==> src/rtl/mru_plru_pkg.sv <==
package mru_plru_pkg;
  parameter int unsigned DefWays = 8;

  typedef enum logic [1:0] {
    UPD_IDLE = 2'd0,
    UPD_SET  = 2'd1,
    UPD_HOLD = 2'd2,
    UPD_WRAP = 2'd3
  } upd_kind_e;
endpackage

==> src/rtl/mru_flag_update.sv <==
module mru_flag_update
  import mru_plru_pkg::*;
#(
  parameter int unsigned WAYS = DefWays,
  localparam int unsigned IdxW = (WAYS > 1) ? $clog2(WAYS) : 1
) (
  input  logic [WAYS-1:0] cur_i,
  input  logic            access_i,
  input  logic [IdxW-1:0] way_i,
  output logic [WAYS-1:0] nxt_o,
  output upd_kind_e       kind_o
);
  logic [WAYS-1:0] sel_oh;
  logic [WAYS-1:0] merged;

  always_comb begin
    sel_oh = '0;
    for (int i = 0; i < WAYS; i++) begin
      if (IdxW'(i) == way_i) sel_oh[i] = 1'b1;
    end
  end

  assign merged = cur_i | sel_oh;

  always_comb begin
    if (!access_i) begin
      kind_o = UPD_IDLE;
      nxt_o  = cur_i;
    end else if (&merged) begin
      // last clear flag taken: keep only the accessed way
      kind_o = UPD_WRAP;
      nxt_o  = sel_oh;
    end else if (merged == cur_i) begin
      kind_o = UPD_HOLD;
      nxt_o  = cur_i;
    end else begin
      kind_o = UPD_SET;
      nxt_o  = merged;
    end
  end
endmodule

==> src/rtl/mru_victim_enc.sv <==
module mru_victim_enc
  import mru_plru_pkg::*;
#(
  parameter int unsigned WAYS = DefWays,
  localparam int unsigned IdxW = (WAYS > 1) ? $clog2(WAYS) : 1
) (
  input  logic [WAYS-1:0] flags_i,
  output logic [IdxW-1:0] victim_o
);
  logic [WAYS:0] found;

  assign found[0] = 1'b0;

  // lowest clear flag wins; a ripple chain marks the first hit
  for (genvar g = 0; g < WAYS; g++) begin : g_chain
    assign found[g+1] = found[g] | ~flags_i[g];
  end

  always_comb begin
    victim_o = '0;
    for (int i = 0; i < WAYS; i++) begin
      if (!found[i] && !flags_i[i]) victim_o = IdxW'(i);
    end
  end
endmodule

==> src/rtl/mru_plru_sel.sv <==
module mru_plru_sel
  import mru_plru_pkg::*;
#(
  parameter int unsigned WAYS = DefWays,
  localparam int unsigned IdxW = (WAYS > 1) ? $clog2(WAYS) : 1
) (
  input  logic            clk_i,
  input  logic            rst_ni,
  input  logic            access_i,
  input  logic [IdxW-1:0] access_way_i,
  output logic [IdxW-1:0] victim_o,
  output logic [WAYS-1:0] mru_o
);
  logic [WAYS-1:0] flags_q;
  logic [WAYS-1:0] flags_d;
  upd_kind_e       upd_kind;

  mru_flag_update #(.WAYS(WAYS)) u_upd (
    .cur_i    (flags_q),
    .access_i (access_i),
    .way_i    (access_way_i),
    .nxt_o    (flags_d),
    .kind_o   (upd_kind)
  );

  always_ff @(posedge clk_i or negedge rst_ni) begin
    if (!rst_ni) begin
      flags_q <= '0;
    end else if (upd_kind != UPD_IDLE) begin
      flags_q <= flags_d;
    end
  end

  mru_victim_enc #(.WAYS(WAYS)) u_enc (
    .flags_i  (flags_q),
    .victim_o (victim_o)
  );

  assign mru_o = flags_q;
endmodule

==> config.mk <==
export PLATFORM = sky130hd
export DESIGN_NAME = mru_plru_sel
export DESIGN_NICKNAME = d
export VERILOG_FILES = /design/src/rtl/mru_plru_pkg.sv /design/src/rtl/mru_flag_update.sv /design/src/rtl/mru_victim_enc.sv /design/src/rtl/mru_plru_sel.sv
export SDC_FILE = /design/constraint.sdc
export NUM_CORES = 1
export LEC_CHECK = 0
export BUFFER_PORTS_ARGS = -buffer_cell sky130_fd_sc_hd__clkbuf_2
export CAP_MARGIN = 20
export CELL_PAD_IN_SITES_DETAIL_PLACEMENT = 1
export CELL_PAD_IN_SITES_GLOBAL_PLACEMENT = 1
export CORE_MARGIN = 8
export CORE_UTILIZATION = 40
export DETAILED_ROUTE_END_ITERATION = 16
export PLACE_DENSITY = 0.89
export SYNTH_ARGS = -nofsm -noshare
export SYNTH_HDL_FRONTEND = slang
export SYNTH_SLANG_ARGS = --single-unit
==> constraint.sdc <==
create_clock -name clk_i -period 2.89 [get_ports clk_i]
set_input_delay 0.7225 -clock clk_i [delete_from_list [all_inputs] [get_ports clk_i]]
set_output_delay 0.7225 -clock clk_i [all_outputs]
set_load 0.02 [all_outputs]
==> qor.yml, run 1 <==
synth-seq-area-share: 0.317
antenna_found_initial: 0
die_y_um: 55.7
insertion_delay_ns: 0.25
place_area_um2: 688
io_pins: 17
ctsHoldBuffers: 0
max_cap_violations: 0
slew_headroom: 0.598
drt_pass1_iterations: 4
wl_per_cell_um: 18.9
power_w: 0.000827
cts_tree: "done"
drtIter0Drc: 13
syn_to_final_growth_pct: 12.7
synth_area_um2: 631
max-vdd-ir-drop_v: 0.000312
min_period_over_period: 0.767
final_cell_mix: "clkbuf_2 (16), nand2_1 (9), dfrtp_1 (8)"
skew_ns: 0.00390
ys_seq_elements: 8
final_common_cell: "clkbuf_2"
portBuffers: 16
setup_viol: 0
cts_resized: 0
reg2reg_from: "mru_o[0]$_DFFE_PN0P_"
min_path_type: "primary input to asynchronous set/reset pin"
std_cell_rows: 14
root_buffer: "clkbuf_4"
ff2ff_path_depth: 5
use_met3: 0.0274
use_met2: 0.196
grt_usage: 0.120
drive_above_1_share: 0.309
ys_warn_count: 0
core-area_um2: 1490
worstMarginPinSlew_ns: 0.596
die_x_um: 55.7
vias_per_cell: 6.57
seq_area_um2: 200
cp.arrival_ns: 1.49
ant_nets: 0
grt_busiest_layer: "met2"
worstSetupEndpoint: "victim_o[0]"
routed_wl_mm: 1.83
clock_sinks: 8
hold_viol: 0
syn_inst: 67
postLayoutCellArea_um2: 711
fmax_mhz: 451
cts_setup_buffers: 0
r2r_end: "mru_o[2]$_DFFE_PN0P_"
multi_input_area_um2: 380
power_density_nw_per_um2: 1160
ctsHtreeMaxLevel: 1
status: "complete, no violations"
num-fill-cells: 184
start_util: 0.424
largest_reg_flops: 8
final_max_slew_viol_count: 0
finalSetupTns_ns: 0
syn_nets: 73
cp_slowest_stage_delay_ns: 0.50
rsz0062_at_grt: "no"
cpMostUsedCell: "nand2_1"
crit_slowest_cell: "dfrtp_1"
required_ns: 2.17
start_kind: "register"
worstPathCellList: "nor2b_1 -> o21ai_0 -> nand2_1 -> nand2_1 -> a21boi_0 -> clkbuf_2"
crit_start: "mru_o[6]$_DFFE_PN0P_"
grt_pass1_wl_mm: 3.13
critical_path_class: "register to output port"
cts_buffers: 3
nets: 89
gp_congestion: 0.887
gr-usage-met1: 0.145
clock_path_buffers: 2
reg2reg_slack_ns: 1.05
gr-total-overflow: 0
grt_max_degree: 17
die_area_um2: 3100
yosysUniqueCellTypes: 33
fin_crit_ns: 2.22
endpoint_kind: "output port"
postSynthAreaPerCell_um2: 9.41
grt_pass1_vias: 625
path_clk_slew_ns: 0.05
critPathMaxFanout: 9
leakage_nw: 0.323
remaining_drc_errors: 0
antenna_cells: 0
vias: 637
-- power breakdown --
part / switching, W / internal (W)
logic: 0.000252 / 0.000187
clock network: 0.0000354 / 0.0000474
registers: 0.000139 / 0.000167
-- critical path: cells and delay by family (launching register included) --
family	cells	cell delay (ns)
DFF	1	0.50
and+or+nand+nor	3	0.30
AOI/OAI and AO/OA	2	0.25
buffers and inverters	1	0.19
-- metrics by stage --
step	hold WS (ns)	cells	util	worst slack [ns]
3_3_place_gp	0.566	94	0.462	0.580
4_1_cts	0.302	97	0.477	0.652
3_5_place_dp	0.570	94	0.462	0.562
6_report	0.304	97	0.477	0.674
5_1_grt	0.311	97	0.477	0.494
2_1_floorplan	0.427	67	-	0.765
-- per-layer routing --
metal / up-vias / wire length [um] / share of wire
met5: - / 0 / 0
met1: 315 / 834 / 0.46
met2: 27 / 874 / 0.48
li1: 293 / - / -
met4: 0 / 20 / 0.011
met3: 2 / 99 / 0.054
-- final cells by class --
cell class / instances / share of cell area
clock buffer: 3 / 0.0317
multi-input combinational: 52 / 0.535
sequential: 8 / 0.282
inverter: 2 / 0.0106
timing repair buffer: 16 / 0.113
tap: 16 / 0.0282
-- how the worst min path moves through the flow --
| stage | startpoint | endpoint | slack [ns] | depth (start not counted) |
|---|---|---|---|---|
| 2_1_floorplan | rst_ni | mru_o[0]$_DFFE_PN0P_ | 0.43 | 0 |
| 3_5_place_dp | rst_ni | mru_o[3]$_DFFE_PN0P_ | 0.57 | 1 |
| 6_report | rst_ni | mru_o[3]$_DFFE_PN0P_ | 0.30 | 1 |
| 3_3_place_gp | rst_ni | mru_o[7]$_DFFE_PN0P_ | 0.57 | 1 |
| 5_1_grt | rst_ni | mru_o[1]$_DFFE_PN0P_ | 0.31 | 1 |
| 4_1_cts | rst_ni | mru_o[6]$_DFFE_PN0P_ | 0.30 | 1 |
-- Yosys cell counts --
| library cell | number | area (um^2) |
|---|---|---|
| and3_1 | 1 | 6.26 |
| nor2_1 | 2 | 7.51 |
| a211o_1 | 1 | 8.76 |
| a21boi_0 | 1 | 7.51 |
| nand4_1 | 2 | 12.5 |
| a22o_2 | 1 | 10.0 |
| a22oi_2 | 1 | 12.5 |
| buf_6 | 2 | 22.5 |
| nand3b_1 | 2 | 15.0 |
| a31oi_1 | 2 | 12.5 |
| or2_1 | 1 | 6.26 |
| nor2b_1 | 2 | 12.5 |
| a32o_1 | 2 | 20.0 |
| nand3_1 | 1 | 5.00 |
| dfrtp_1 | 8 | 200 |
| o21ai_0 | 4 | 20.0 |
| o311ai_0 | 1 | 8.76 |
| inv_1 | 2 | 7.51 |
| buf_4 | 2 | 15.0 |
| buf_2 | 1 | 5.00 |
| mux2i_1 | 2 | 20.0 |
| nor3b_1 | 1 | 7.51 |
| and2b_1 | 2 | 15.0 |
| o31ai_2 | 1 | 12.5 |
| o32ai_2 | 2 | 32.5 |
| nor3_1 | 1 | 5.00 |
| a41oi_1 | 1 | 8.76 |
| a31o_2 | 1 | 8.76 |
| nand2_1 | 9 | 33.8 |
| a221o_1 | 1 | 10.0 |
| o31ai_1 | 1 | 7.51 |
| a41o_1 | 1 | 10.0 |
| a22o_1 | 5 | 43.8 |
-- logic make-up (layout without fill, tap and decap cells) --
kind of cell           count (synthesis)  after routing  share of synthesized area
buffers and inverters                  7             21                     0.0794
AO/OA/AOI/OAI                         26             26                      0.371
multiplexers                           2              2                     0.0317
flip-flops                             8              8                      0.317
AND/OR/NAND/NOR                       24             24                      0.200
(Power assumes the default switching activity.)
==> run 2: changes to the inputs <==
--- a/config.mk
+++ b/config.mk
@@ -10,9 +10,9 @@
 export CELL_PAD_IN_SITES_DETAIL_PLACEMENT = 1
 export CELL_PAD_IN_SITES_GLOBAL_PLACEMENT = 1
 export CORE_MARGIN = 8
-export CORE_UTILIZATION = 40
+export CORE_UTILIZATION = 33
 export DETAILED_ROUTE_END_ITERATION = 16
-export PLACE_DENSITY = 0.89
+export PLACE_DENSITY = 0.79
 export SYNTH_ARGS = -nofsm -noshare
 export SYNTH_HDL_FRONTEND = slang
 export SYNTH_SLANG_ARGS = --single-unit
==> constraint.sdc (replaced) <==
create_clock -name clk_i -period 2 [get_ports clk_i]
set_input_delay 0.5 -clock clk_i [delete_from_list [all_inputs] [get_ports clk_i]]
set_output_delay 0.5 -clock clk_i [all_outputs]
set_load 0.02 [all_outputs]
==> qor.yml, run 2 (synthesis results as in run 1) <==
r2r_end: "mru_o[2]$_DFFE_PN0P_"
power_density_nw_per_um2: 1610  # +38%
use_met3: 0.0237  # -0.00374
gr-usage-met1: 0.132  # -0.0123
ff2ff_path_depth: 5  # unchanged
nets: 102  # +15%
grt_pass1_wl_mm: 3.62  # +16%
reg2reg_slack_ns: 0.15  # -0.90 ns
fin_crit_ns: 1.90
remaining_drc_errors: 0  # unchanged
min_path_type: "primary input to asynchronous set/reset pin"
core-area_um2: 1880  # +26%
std_cell_rows: 16  # +2
use_met2: 0.260  # +0.0645
place_ws_ns: -0.107  # -0.669 ns
antenna_found_initial: 0  # unchanged
gp_congestion: 0.840  # -5.2%
skew_ns: 0.00127  # -0.00262 ns
hold-worst-slack_ns: 0.0890  # -0.216 ns
die_x_um: 59.7  # +7.2%
grt_pass1_vias: 755  # +21%
worstPathCellList: "clkbuf_2 -> buf_4 -> and2b_1 -> o21ai_0 -> a22oi_2 -> o32ai_2 -> a32o_1"
ant_nets: 0  # unchanged
num-fill-cells: 254  # +38%
insertion_delay_ns: 0.24  # about the same
max_cap_violations: 0  # unchanged
cts_buffers: 3  # unchanged
cts_tree: "done"
hpwl_mm: 1.72
crit_slowest_cell: "a22oi_2"
wl_per_cell_um: 18.0  # -4.5%
vias_per_cell: 5.70  # -13%
setup_viol: 0  # unchanged
seq_area_um2: 203  # +1.2%
drt_pass1_iterations: 4  # unchanged
drtIter0Drc: 20  # +7
worstMarginPinSlew_ns: 0.458  # -0.138 ns
ctsHtreeMaxLevel: 1  # unchanged
start_kind: "primary input"
final_max_slew_viol_count: 0  # unchanged
status: "complete, no violations"
reg2reg_from: "mru_o[3]$_DFFE_PN0P_"
final_common_cell: "clkbuf_2"
crit_buf_inv: 2  # +1
critPathTopFamily: "compound AO/OA/AOI/OAI gates"
endpoint_kind: "register"
multi_input_area_um2: 380  # unchanged
clock_path_buffers: 2  # unchanged
critical_path_class: "primary input to register"
root_buffer: "clkbuf_4"
cp.arrival_ns: 2.03  # +0.54 ns
path_clk_slew_ns: 0.05  # about the same
drive_above_1_share: 0.426  # +0.117
slew_headroom: 0.691  # +0.0931
portBuffers: 16  # unchanged
clock_sinks: 8  # unchanged
grt_busiest_layer: "met2"
start_util: 0.335  # -0.0884
io_pins: 17  # unchanged
hold_viol: 0  # unchanged
min_period_over_period: 0.951
antenna_cells: 0  # unchanged
die_area_um2: 3570  # +15%
max-vdd-ir-drop_v: 0.000466  # +49%
rsz0062_at_grt: "no"
largest_reg_flops: 8  # unchanged
leakage_nw: 0.383  # +19%
grt_usage: 0.132  # +0.0121
setup_ws_ns: 0.0990  # -0.575 ns
routed_wl_mm: 2.18  # +19%
die_y_um: 59.7  # +7.2%
final_cell_mix: "clkbuf_2 (16), buf_4 (13), nand2_1 (9)"
grt_max_degree: 14  # -3
critPathMaxFanout: 13  # +4
fmax_mhz: 526
syn_to_final_growth_pct: 30.8
vias: 690  # +8.3%
crit_start: "access_way_i[1]"
gr-total-overflow: 0  # unchanged
cp_slowest_stage_delay_ns: 0.30  # -0.20 ns
required_ns: 2.13  # -0.04 ns
## run 2: layout make-up
type | count | share of cell area
timing repair buffer | 29 | 0.215
clock buffer | 3 | 0.0273
tap | 27 | 0.0410
inverter | 2 | 0.00910
sequential | 8 | 0.246
multi-input combinational | 52 | 0.461
## run 2: power by group
part / internal [W] / switching [W] / total, W
combinational: 0.000357 / 0.000447 / 0.000804
sequential: 0.000246 / 0.000155 / 0.000402
clock: 0.0000683 / 0.0000499 / 0.000118
## run 2: timing repair
action | in CTS | in global routing
gates resized for setup | 0 | 2
endpoints found under the setup margin | 0 | 1
hold buffers | 0 | 0
setup buffers | 0 | 1
## run 2: stage by stage
| step | cells | cell area [um^2] | TNS, ns | util | total power, W |
|---|---|---|---|---|---|
| 2_1_floorplan | 67 | 631 | 0 | - | 0.000835 |
| 6_report | 121 | 825 | 0 | 0.438 | 0.00132 |
| 5_1_grt | 121 | 825 | 0 | 0.438 | 0.00142 |
| 4_1_cts | 120 | 815 | 0 | 0.433 | 0.00131 |
| 3_5_place_dp | 117 | 792 | -0.600 | 0.421 | 0.00119 |
| 3_3_place_gp | 117 | 792 | -0.0621 | 0.421 | 0.00115 |
## run 2: layer usage
layer  part of all wire  up-vias  routed length [um]
li1                   -      316                   -
met3              0.051        4                 112
met1               0.39      351                 859
met2               0.54       19                1170
met4              0.017        0                  36
met5                  0        -                   0
## run 2: worst max-delay path by stage
stage / endpoint / slack (ns) / depth (start not counted)
after floorplan: victim_o[0] / 0.1 / 5
after global placement: mru_o[6]$_DFFE_PN0P_ / -0.04 / 7
after detailed placement: mru_o[6]$_DFFE_PN0P_ / -0.11 / 7
after CTS: victim_o[0] / 0.004 / 6
after global routing: victim_o[0] / 0.01 / 6
final: mru_o[6]$_DFFE_PN0P_ / 0.1 / 7
